$ cat src/rtl/gpio_pkg.sv
package gpio_pkg;

  localparam int unsigned GP_ADDR_W = 4;

  typedef enum logic [2:0] {
    RG_DIR   = 3'd0,
    RG_LEVEL = 3'd1,
    RG_MSET  = 3'd2,
    RG_MCLR  = 3'd3,
    RG_SENSE = 3'd4,
    RG_BOTH  = 3'd5,
    RG_PEND  = 3'd6,
    RG_RSVD  = 3'd7
  } ctl_reg_e;

  typedef struct packed {
    logic direct;
    logic set;
    logic clr;
    logic tgl;
  } data_op_t;

endpackage

$ cat src/rtl/gpio_outreg.sv
module gpio_outreg
  import gpio_pkg::*;
#(
  parameter int unsigned W = 16
) (
  input  logic         clk,
  input  logic         rst_n,
  input  data_op_t     op_i,
  input  logic         dir_we_i,
  input  logic [W-1:0] wdata_i,
  output logic [W-1:0] dir_q,
  output logic [W-1:0] data_q
);

  // Priority: direct load, then set, then clear, then toggle.
  function automatic logic [W-1:0] f_modify(input logic [W-1:0] cur,
                                            input logic [W-1:0] wd,
                                            input data_op_t      op);
    if (op.direct)   return wd;
    else if (op.set) return cur | wd;
    else if (op.clr) return cur & ~wd;
    else if (op.tgl) return cur ^ wd;
    else             return cur;
  endfunction

  logic         any_op;
  logic [W-1:0] data_next;

  assign any_op    = op_i.direct | op_i.set | op_i.clr | op_i.tgl;
  assign data_next = f_modify(data_q, wdata_i, op_i);

  always_ff @(posedge clk) begin
    if (!rst_n) begin
      dir_q  <= '0;
      data_q <= '0;
    end else begin
      if (dir_we_i) dir_q <= wdata_i;
      if (any_op)   data_q <= data_next;
    end
  end

  AST_SET_DRIVES_HIGH: assert property (@(posedge clk) disable iff (!rst_n)
    (op_i.set && !op_i.direct) |=> ((data_q & $past(wdata_i)) == $past(wdata_i)));

  AST_CLR_BEATS_TGL: assert property (@(posedge clk) disable iff (!rst_n)
    (op_i.clr && !op_i.set && !op_i.direct) |=> ((data_q & $past(wdata_i)) == '0));

  AST_ZERO_BITS_KEEP: assert property (@(posedge clk) disable iff (!rst_n)
    (any_op && !op_i.direct) |=> (((data_q ^ $past(data_q)) & ~$past(wdata_i)) == '0));

endmodule

$ cat src/rtl/gpio_insync.sv
module gpio_insync #(
  parameter int unsigned W      = 16,
  parameter int unsigned STAGES = 2
) (
  input  logic         clk,
  input  logic         rst_n,
  input  logic [W-1:0] pin_i,
  output logic [W-1:0] lvl_o
);

  logic [W-1:0] stg_q [STAGES];

  always_ff @(posedge clk) begin
    if (!rst_n) stg_q[0] <= '0;
    else        stg_q[0] <= pin_i;
  end

  for (genvar s = 1; s < STAGES; s++) begin : g_stage
    always_ff @(posedge clk) begin
      if (!rst_n) stg_q[s] <= '0;
      else        stg_q[s] <= stg_q[s-1];
    end
  end

  assign lvl_o = stg_q[STAGES-1];

endmodule

$ cat src/rtl/gpio_irqctl.sv
module gpio_irqctl #(
  parameter int unsigned W = 16
) (
  input  logic         clk,
  input  logic         rst_n,
  input  logic [W-1:0] src_i,
  input  logic [W-1:0] wdata_i,
  input  logic         mset_we_i,
  input  logic         mclr_we_i,
  input  logic         sense_we_i,
  input  logic         both_we_i,
  input  logic         pclr_we_i,
  output logic [W-1:0] mask_q,
  output logic [W-1:0] sense_q,
  output logic [W-1:0] both_q,
  output logic [W-1:0] stat_o,
  output logic         irq_o
);

  function automatic logic [W-1:0] f_edge_events(input logic [W-1:0] cur,
                                                 input logic [W-1:0] prev,
                                                 input logic [W-1:0] edge_sel,
                                                 input logic [W-1:0] both_sel);
    logic [W-1:0] rise, fall;
    rise = cur & ~prev;
    fall = ~cur & prev;
    return edge_sel & (rise | (both_sel & fall));
  endfunction

  logic [W-1:0] prev_q;
  logic [W-1:0] pend_q;
  logic [W-1:0] edge_evt;   // named event vector for the checks
  logic [W-1:0] pend_wipe;

  assign edge_evt  = f_edge_events(src_i, prev_q, sense_q, both_q);
  assign pend_wipe = pclr_we_i ? wdata_i : '0;

  always_ff @(posedge clk) begin
    if (!rst_n) begin
      prev_q  <= '0;
      pend_q  <= '0;
      mask_q  <= '0;
      sense_q <= '0;
      both_q  <= '0;
    end else begin
      prev_q <= src_i;
      pend_q <= (pend_q & ~pend_wipe) | edge_evt;
      if (mset_we_i)       mask_q <= mask_q | wdata_i;
      else if (mclr_we_i)  mask_q <= mask_q & ~wdata_i;
      if (sense_we_i) sense_q <= wdata_i;
      if (both_we_i)  both_q  <= wdata_i;
    end
  end

  assign stat_o = (sense_q & pend_q) | (~sense_q & src_i);
  assign irq_o  = |(stat_o & mask_q);

  AST_PEND_STICKY: assert property (@(posedge clk) disable iff (!rst_n)
    !pclr_we_i |=> (($past(pend_q) & ~pend_q) == '0));

  AST_PEND_NEEDS_EDGE: assert property (@(posedge clk) disable iff (!rst_n)
    ((pend_q & ~$past(pend_q)) & ~$past(src_i ^ prev_q)) == '0);

  AST_MASK_GATES_IRQ: assert property (@(posedge clk) disable iff (!rst_n)
    (mask_q == '0) |-> !irq_o);

endmodule

$ cat src/rtl/gpio_port16.sv
module gpio_port16
  import gpio_pkg::*;
#(
  parameter int unsigned NPINS     = 16,
  parameter int unsigned SYNC_FLOPS = 2
) (
  input  logic                 clk,
  input  logic                 rst_n,
  input  logic                 bus_wr,
  input  logic [GP_ADDR_W-1:0] bus_addr,
  input  logic [NPINS-1:0]     bus_wdata,
  output logic [NPINS-1:0]     bus_rdata,
  input  logic [NPINS-1:0]     pin_in,
  output logic [NPINS-1:0]     pin_out,
  output logic [NPINS-1:0]     pin_oe,
  output logic                 irq
);

  localparam int unsigned CTL_BITS = GP_ADDR_W - 1;

  logic                data_win;
  ctl_reg_e            ctl_sel;
  data_op_t            data_op;
  logic [NPINS-1:0]    dir_q, data_q, lvl_s, src_v;
  logic [NPINS-1:0]    mask_q, sense_q, both_q, stat_v;

  assign data_win = bus_addr[GP_ADDR_W-1];
  assign ctl_sel  = ctl_reg_e'(bus_addr[CTL_BITS-1:0]);

  always_comb begin
    data_op        = '0;
    if (bus_wr && data_win) begin
      data_op.direct = (bus_addr[2:0] == 3'b000);
      data_op.set    = bus_addr[2];
      data_op.clr    = bus_addr[1];
      data_op.tgl    = bus_addr[0];
    end
  end

  gpio_outreg #(.W(NPINS)) u_outreg (
    .clk      (clk),
    .rst_n    (rst_n),
    .op_i     (data_op),
    .dir_we_i (bus_wr && !data_win && ctl_sel == RG_DIR),
    .wdata_i  (bus_wdata),
    .dir_q    (dir_q),
    .data_q   (data_q)
  );

  gpio_insync #(.W(NPINS), .STAGES(SYNC_FLOPS)) u_insync (
    .clk   (clk),
    .rst_n (rst_n),
    .pin_i (pin_in),
    .lvl_o (lvl_s)
  );

  // Output pins take their interrupt source from the data register.
  assign src_v = (dir_q & data_q) | (~dir_q & lvl_s);

  gpio_irqctl #(.W(NPINS)) u_irqctl (
    .clk        (clk),
    .rst_n      (rst_n),
    .src_i      (src_v),
    .wdata_i    (bus_wdata),
    .mset_we_i  (bus_wr && !data_win && ctl_sel == RG_MSET),
    .mclr_we_i  (bus_wr && !data_win && ctl_sel == RG_MCLR),
    .sense_we_i (bus_wr && !data_win && ctl_sel == RG_SENSE),
    .both_we_i  (bus_wr && !data_win && ctl_sel == RG_BOTH),
    .pclr_we_i  (bus_wr && !data_win && ctl_sel == RG_PEND),
    .mask_q     (mask_q),
    .sense_q    (sense_q),
    .both_q     (both_q),
    .stat_o     (stat_v),
    .irq_o      (irq)
  );

  always_comb begin
    if (data_win) bus_rdata = data_q;
    else begin
      case (ctl_sel)
        RG_DIR:            bus_rdata = dir_q;
        RG_LEVEL:          bus_rdata = lvl_s;
        RG_MSET, RG_MCLR:  bus_rdata = mask_q;
        RG_SENSE:          bus_rdata = sense_q;
        RG_BOTH:           bus_rdata = both_q;
        RG_PEND:           bus_rdata = stat_v;
        default:           bus_rdata = '0;
      endcase
    end
  end

  assign pin_out = data_q;
  assign pin_oe  = dir_q;

  AST_DIR_WRITE_LANDS: assert property (@(posedge clk) disable iff (!rst_n)
    (bus_wr && bus_addr == '0) |=> (pin_oe == $past(bus_wdata)));

endmodule

$ cat config.mk
export PLATFORM = sky130hd
export DESIGN_NAME = gpio_port16
export DESIGN_NICKNAME = d
export VERILOG_FILES = /design/src/rtl/gpio_pkg.sv /design/src/rtl/gpio_outreg.sv /design/src/rtl/gpio_insync.sv /design/src/rtl/gpio_irqctl.sv /design/src/rtl/gpio_port16.sv
export SDC_FILE = /design/constraint.sdc
export NUM_CORES = 1
export LEC_CHECK = 0
export BUFFER_PORTS_ARGS = -buffer_cell sky130_fd_sc_hd__buf_2
export CAP_MARGIN = 15
export CORE_UTILIZATION = 45
export DETAILED_ROUTE_END_ITERATION = 10
export GPL_ROUTABILITY_DRIVEN = 0
export PLACE_DENSITY = 0.73
export REMOVE_ABC_BUFFERS = 1
export SLEW_MARGIN = 40
export SYNTH_ARGS = -nofsm -noshare
export SYNTH_HDL_FRONTEND = slang
export SYNTH_HIERARCHICAL = 1
export SYNTH_SLANG_ARGS = --single-unit
$ cat constraint.sdc
create_clock -name clk -period 2.85 [get_ports clk]
set_clock_uncertainty 0.2 [all_clocks]
set_input_delay 0.57 -clock clk [delete_from_list [all_inputs] [get_ports clk]]
set_output_delay 0.57 -clock clk [all_outputs]
set_load 0.005 [all_outputs]
# Word level (Yosys, flattened, before mapping)
# Memory sizes are Yosys's and may differ from the RTL's.
# Cells that the tools add are included.
[op_classes]
eq_ne = 6
n_mux = 14
bitwise = 30
n_reduce_logical = 15
[op_table]
columns = ["cell", "count"]
rows = [
  ["16-bit bitwise AND", 12],
  ["16-bit two-way mux", 10],
  ["16-bit NOT", 6],
  ["16-bit OR", 6],
  ["16-bit one-hot mux with 6 select lines", 1],
  ["16-bit OR reduction", 1],
  ["16-bit bitwise XOR", 1],
  ["3-bit == test (second input constant)", 3],
  ["1-bit logical AND", 8],
  ["3-bit by 2-bit == test with 1-bit output (second input constant)", 2],
  ["1-bit OR", 5],
  ["4-bit two-way mux", 1],
  ["4-bit nonzero test", 1],
  ["3-bit by 1-bit == test with 1-bit output (second input constant)", 1],
  ["3-bit zero test", 1],
  ["1-bit two-way mux", 2],
  ["2-bit AND reduction", 1],
  ["2-bit nonzero test", 1],
  ["2-bit OR reduction", 1],
  ["1-bit zero test", 1],
]
[totals]
register_bits = 112
ramBits = 32
out_inout_bits = 49
memories = 1
[memory_table]
columns = ["name", "words", "word_bits", "read_ports", "rd_ports_with_merged_regs", "write_ports", "line_no", "source"]
rows = [
  ["u_insync.stg_q", 2, 16, 2, 0, 2, "gpio_insync.sv:11", "logic [W-1:0] stg_q [STAGES];"],
]

# Logic depth before layout (Yosys ltp)
[depth]
depth_word = 9
mapped_depth = 11
ltp_nobuf = 6

# Cells and area by module
# Netlist, hierarchy kept.
[modules_own_cells]
columns = ["module", "instances", "cells_per_inst", "area_each_um2", "seq_area_each_um2"]
rows = [
  ["gpio_irqctl", 1, 354, 3398.3, 1601.5],
  ["gpio_outreg", 1, 251, 2147.1, 640.6],
  ["gpio_port16", 1, 159, 1208.7, 0.0],
  ["gpio_insync", 1, 67, 895.9, 640.6],
]

# Worst setup path before layout
# Ideal clock, no wire load.
[synth_timing]
kind = "input to register"
from = "input bus_addr[2]"
to = "register u_outreg.data_q[5]"
arrival_ns = 2.222
setup_slack_ns = 0.309
stages = 8
path_cell_list = "buf_2 -> buf_4 -> buf_2 -> and3_1 -> or4_4 -> buf_6 -> buf_6 -> o221a_1"
[synth_lines]
columns = ["element", "line_no", "source"]
rows = [
  ["start, declared", "gpio_port16.sv:10", "input logic [GP_ADDR_W-1:0] bus_addr,"],
  ["end signal, assigned", "gpio_outreg.sv:38", "if (any_op) data_q <= data_next;"],
  ["end, declared", "gpio_outreg.sv:12", "output logic [W-1:0] data_q"],
]

# Worst setup path after layout
[layout_timing]
from = "register u_outreg.dir_q[11]"
to = "output irq"
[layout_between]
elab_chain_len = 7
elab_cells_between_ends = 8
cone_classes = "7 x bitwise; 1 x reduce/logical"
[layout_rtl]
columns = ["element", "line_no", "source"]
rows = [
  ["start, declared", "gpio_outreg.sv:11", "output logic [W-1:0] dir_q,"],
  ["start signal, assigned", "gpio_outreg.sv:37", "if (dir_we_i) dir_q <= wdata_i;"],
  ["16-bit NOT", "gpio_port16.sv:58", "assign src_v = (dir_q & data_q) | (~dir_q & lvl_s);"],
  ["16-bit bitwise AND", "gpio_port16.sv:58", ""],
  ["16-bit OR (*)", "gpio_port16.sv:58", ""],
  ["net src_v[11]", "gpio_port16.sv:24", "logic [NPINS-1:0] dir_q, data_q, lvl_s, src_v;"],
  ["16-bit bitwise AND (*)", "gpio_irqctl.sv:55", "assign stat_o = (sense_q & pend_q) | (~sense_q & src_i);"],
  ["16-bit OR (*)", "gpio_irqctl.sv:55", ""],
  ["net stat_v[11]", "gpio_port16.sv:25", "logic [NPINS-1:0] mask_q, sense_q, both_q, stat_v;"],
  ["16-bit bitwise AND (*)", "gpio_irqctl.sv:56", "assign irq_o = |(stat_o & mask_q);"],
  ["16-bit OR reduction (*)", "gpio_irqctl.sv:56", ""],
  ["end, declared", "gpio_port16.sv:16", "output logic irq"],
]
# Mark *: on every way through the listed nets, which the timed path passes. The rest lies on a longest branch.

==> results.json <==
{
  "synth.cell_area_sq_um": 7650,
  "tritoncts.num_buffers": 17,
  "cellPowerDensity_nw_per_um2": 537.3,
  "final.period_utilization_pct": 104.0,
  "slew_headroom_pct": 60.23,
  "critPathTopFamily": "multiplexers",
  "post_synth_inst_count": 831,
  "finalSetupViolCount": 3,
  "critical_path.max_stage_delay_ns": 0.33,
  "clock_tree_from_tritoncts": "built",
  "rsz0062_at_grt": "true",
  "setup_tns_ns": -0.1229,
  "slowest_cp_cell": "sky130_fd_sc_hd__dfxtp_2",
  "synth_adder_area_share_pct": 5.234,
  "drt_pass1_iterations": 5,
  "synth-compound-area-share_pct": 16.98,
  "dieHeight_microns": 132.4,
  "muxShareOfSynthArea_pct": 13.08,
  "antenna_found_initial": 1,
  "antenna_cells_inserted": 0,
  "synth_flop_cell": "sky130_fd_sc_hd__dfxtp_1",
  "fp-row-count": 47,
  "cell_chosen_for_the_clock_root": "sky130_fd_sc_hd__clkbuf_16",
  "synth_top_area_share_pct": 37.68,
  "power.total_mw": 4.971,
  "cells_traversed_along_the_worst_timing_path": "mux2_4 > mux2_4 > a22o_1 > a221oi_2 > nand4_1 > buf_2",
  "ys.warnings.count": 6,
  "synth.avg_cell_area_sq_um": 9.206,
  "viasPerCell": 5.658,
  "synth_top_family_by_area": "simple AND/OR/NAND/NOR gates",
  "place_hpwl_microns": 14390,
  "timing.hold.worst.class": "primary input to flip-flop",
  "crit_path_required_time_ns": 2.08,
  "timing.final.hold_violations": 0,
  "proportion_of_layout_cells_with_a_drive_suffix_above_1_pct": 28.57,
  "detailroute.via_count": 6631,
  "ys_ff_latch": 144,
  "outcome": "complete, but fails checks",
  "synth.top_cells.by_count": "sky130_fd_sc_hd__dfxtp_1, sky130_fd_sc_hd__nor2b_1, sky130_fd_sc_hd__mux2i_1",
  "power.ir.vdd_worst_mv": 0.4364,
  "port_buffers": 87,
  "drc": 0,
  "synth_edf_count": 0,
  "grt_pass1_wl_microns": 34050,
  "cp-start-kind": "flip-flop",
  "yosys.cell_types.count": 48,
  "worst_ep_arrival_time_ns": 2.19,
  "pre_cts_slack_ns": 0.1474,
  "worst_skew_pair.late_latency_ns": 0.42,
  "routed_wl_microns": 21720,
  "synthMostInstantiatedCell": "sky130_fd_sc_hd__dfxtp_1",
  "synth.largest_area_cell": "sky130_fd_sc_hd__dfxtp_1",
  "synthSimpleGateAreaFrac_pct": 20.23,
  "timing_worst_slew_pin_value_ns": 0.5944,
  "design.die.area_sq_um": 17520,
  "r2r_cells": 6,
  "cts_buffer_depth": 2,
  "post-route-min-period_ns": 2.965,
  "synth-seq-area-share_pct": 37.68,
  "ff2ff_setup_slack_ns": 1.04,
  "area_delta_synth_final_pct": 20.92,
  "synth_async_sr_flop_share_pct": 0,
  "yosys.area_share.xor_xnor_pct": 0,
  "worst-path-stages": 6,
  "tritoncts_num_sinks": 144,
  "worst_path_most_repeated_cell": "sky130_fd_sc_hd__mux2_4",
  "crit_fanout": 3,
  "final-max-slew-violation-count": 0,
  "crit_path_end_kind": "output port",
  "route.antenna.remaining_nets": 0,
  "max_cap_violations": 0,
  "setup.worst_path.class": "flip-flop to output port",
  "layout_setup_ws_ns": -0.1149,
  "chipWidth_microns": 132.4,
  "grt_start_max_net_pins": 64,
  "total_leakage_power_nw": 3.723,
  "ys_top_cells_by_area": "sky130_fd_sc_hd__dfxtp_1, sky130_fd_sc_hd__mux2i_1, sky130_fd_sc_hd__nor2b_1",
  "wire_per_inst_microns": 18.53,
  "timing.critical_path.buf_inv": 1,
  "max_fclk_mhz": 337.3,
  "gr_overflow_total": 0,
  "grt_pass1_vias": 6323,
  "initialDrtViolationCount": 618,
  "start_util_pct": 46.13,
  "finish.net_count": 1010,
  "worst_setup_hold_path_clk_slew_ns": 0.06,
  "grt.total_usage_pct": 24.91,
  "cts_max_level": 4,
  "postCtsHoldBufs": 0,
  "core-area_sq_um": 16580,
  "boundaryPins": 88,
  "holdPathStages": 2,
  "failing_checks": "setup timing"
}
[metrics by stage]
stage,instance area (sq um),utilization [%],hold WS (ns),instances
floorplan,7367,-,0.2204,775
global placement,8441,50.90,0.2267,1127
detailed placement,8441,50.90,0.2314,1127
CTS,9189,55.41,0.1501,1168
global route,9250,55.78,0.1397,1172
finish,9250,55.78,0.1633,1172
[metal layers]
metal	track usage [%]	routed length, microns	vias up
met3	5.729	1457	37
li1	-	-	3124
met5	0	0	-
met2	39.18	9946	274
met1	32.82	9841	3196
met4	10.22	471	0
[placed cells by master (no fill, tap or decap), types with 9 or more instances in the layout]
master / netlist / routed
sky130_fd_sc_hd__mux2i_1: 67 / 67
sky130_fd_sc_hd__nand2_1: 52 / 52
sky130_fd_sc_hd__a32oi_1: 14 / 11
sky130_fd_sc_hd__o21ai_0: 27 / 23
sky130_fd_sc_hd__dfxtp_2: 0 / 13
sky130_fd_sc_hd__inv_1: 63 / 62
sky130_fd_sc_hd__dfxtp_1: 144 / 130
sky130_fd_sc_hd__mux2_4: 4 / 16
sky130_fd_sc_hd__mux2_2: 20 / 12
sky130_fd_sc_hd__and2_2: 32 / 32
sky130_fd_sc_hd__a21oi_1: 27 / 27
sky130_fd_sc_hd__nor2b_1: 88 / 88
sky130_fd_sc_hd__nor2_1: 23 / 21
sky130_fd_sc_hd__ha_1: 32 / 32
sky130_fd_sc_hd__a22oi_1: 39 / 39
sky130_fd_sc_hd__o21ai_1: 12 / 14
sky130_fd_sc_hd__buf_2: 16 / 85
sky130_fd_sc_hd__o221a_1: 9 / 9
sky130_fd_sc_hd__buf_4: 7 / 58
sky130_fd_sc_hd__clkbuf_16: 0 / 17
sky130_fd_sc_hd__a22o_1: 18 / 17
sky130_fd_sc_hd__nand3b_1: 15 / 15
sky130_fd_sc_hd__and2_1: 16 / 16
[where the power goes]
part | switching (mW) | leakage, nW | internal, mW | total (mW)
logic | 0.328 | 2.25 | 0.267 | 0.595
clock network | 0.871 | 0.292 | 1.37 | 2.25
registers | 0.0534 | 1.18 | 2.08 | 2.13
total | 1.25 | 3.72 | 3.72 | 4.97
[worst reg2reg max path: cells and delay by family (launching register included)]
kind	cells	cell delay, ns
simple gates	1	0.46
buf+inv	2	0.21
compound gates	2	0.22
flops	1	0.35
fa+ha+maj	1	0.25
[kinds of logic (layout without fill, tap and decap cells)]
| family | after synthesis | count (layout) |
|---|---|---|
| adders and majority gates | 32 | 32 |
| DFF | 144 | 144 |
| muxes | 95 | 95 |
| buffers and inverters | 119 | 240 |
| and+or+nand+nor | 264 | 264 |
| AOI/OAI and AO/OA | 177 | 177 |
[final cells by class]
| cell class | instances | area [sq um] |
|---|---|---|
| repair buffers | 145 | 888.4 |
| flip-flops and latches | 144 | 2903 |
| clock inverters | 10 | 108.9 |
| multi-input cells | 568 | 4354 |
| well taps | 220 | 275.3 |
| inverters | 63 | 236.5 |
| clock buffers | 22 | 484.2 |
| fillers | 1551 | 7333 |
[worst paths after layout]
| path | startpoint | to |
|---|---|---|
| worst max-delay path | u_outreg/dir_q[11]$_SDFFE_PN0P_ | irq |
| worst min-delay path | pin_in[2] | u_insync/stg_q[0][2]$_SDFF_PN0_ |
| worst max register to register | u_outreg/data_q[14]$_SDFFE_PN0P_ | u_outreg/data_q[14]$_SDFFE_PN0P_ |
| worst min register to register | u_insync/stg_q[0][14]$_SDFF_PN0_ | u_insync/stg_q[1][14]$_SDFF_PN0_ |
[timing repair]
item / in CTS / in global routing
setup endpoints to repair: 7 / 12
pin swaps: 13 / 10
gates resized for setup: 31 / 14
buffers inserted: 9 / 4
(Power assumes the default switching activity.)
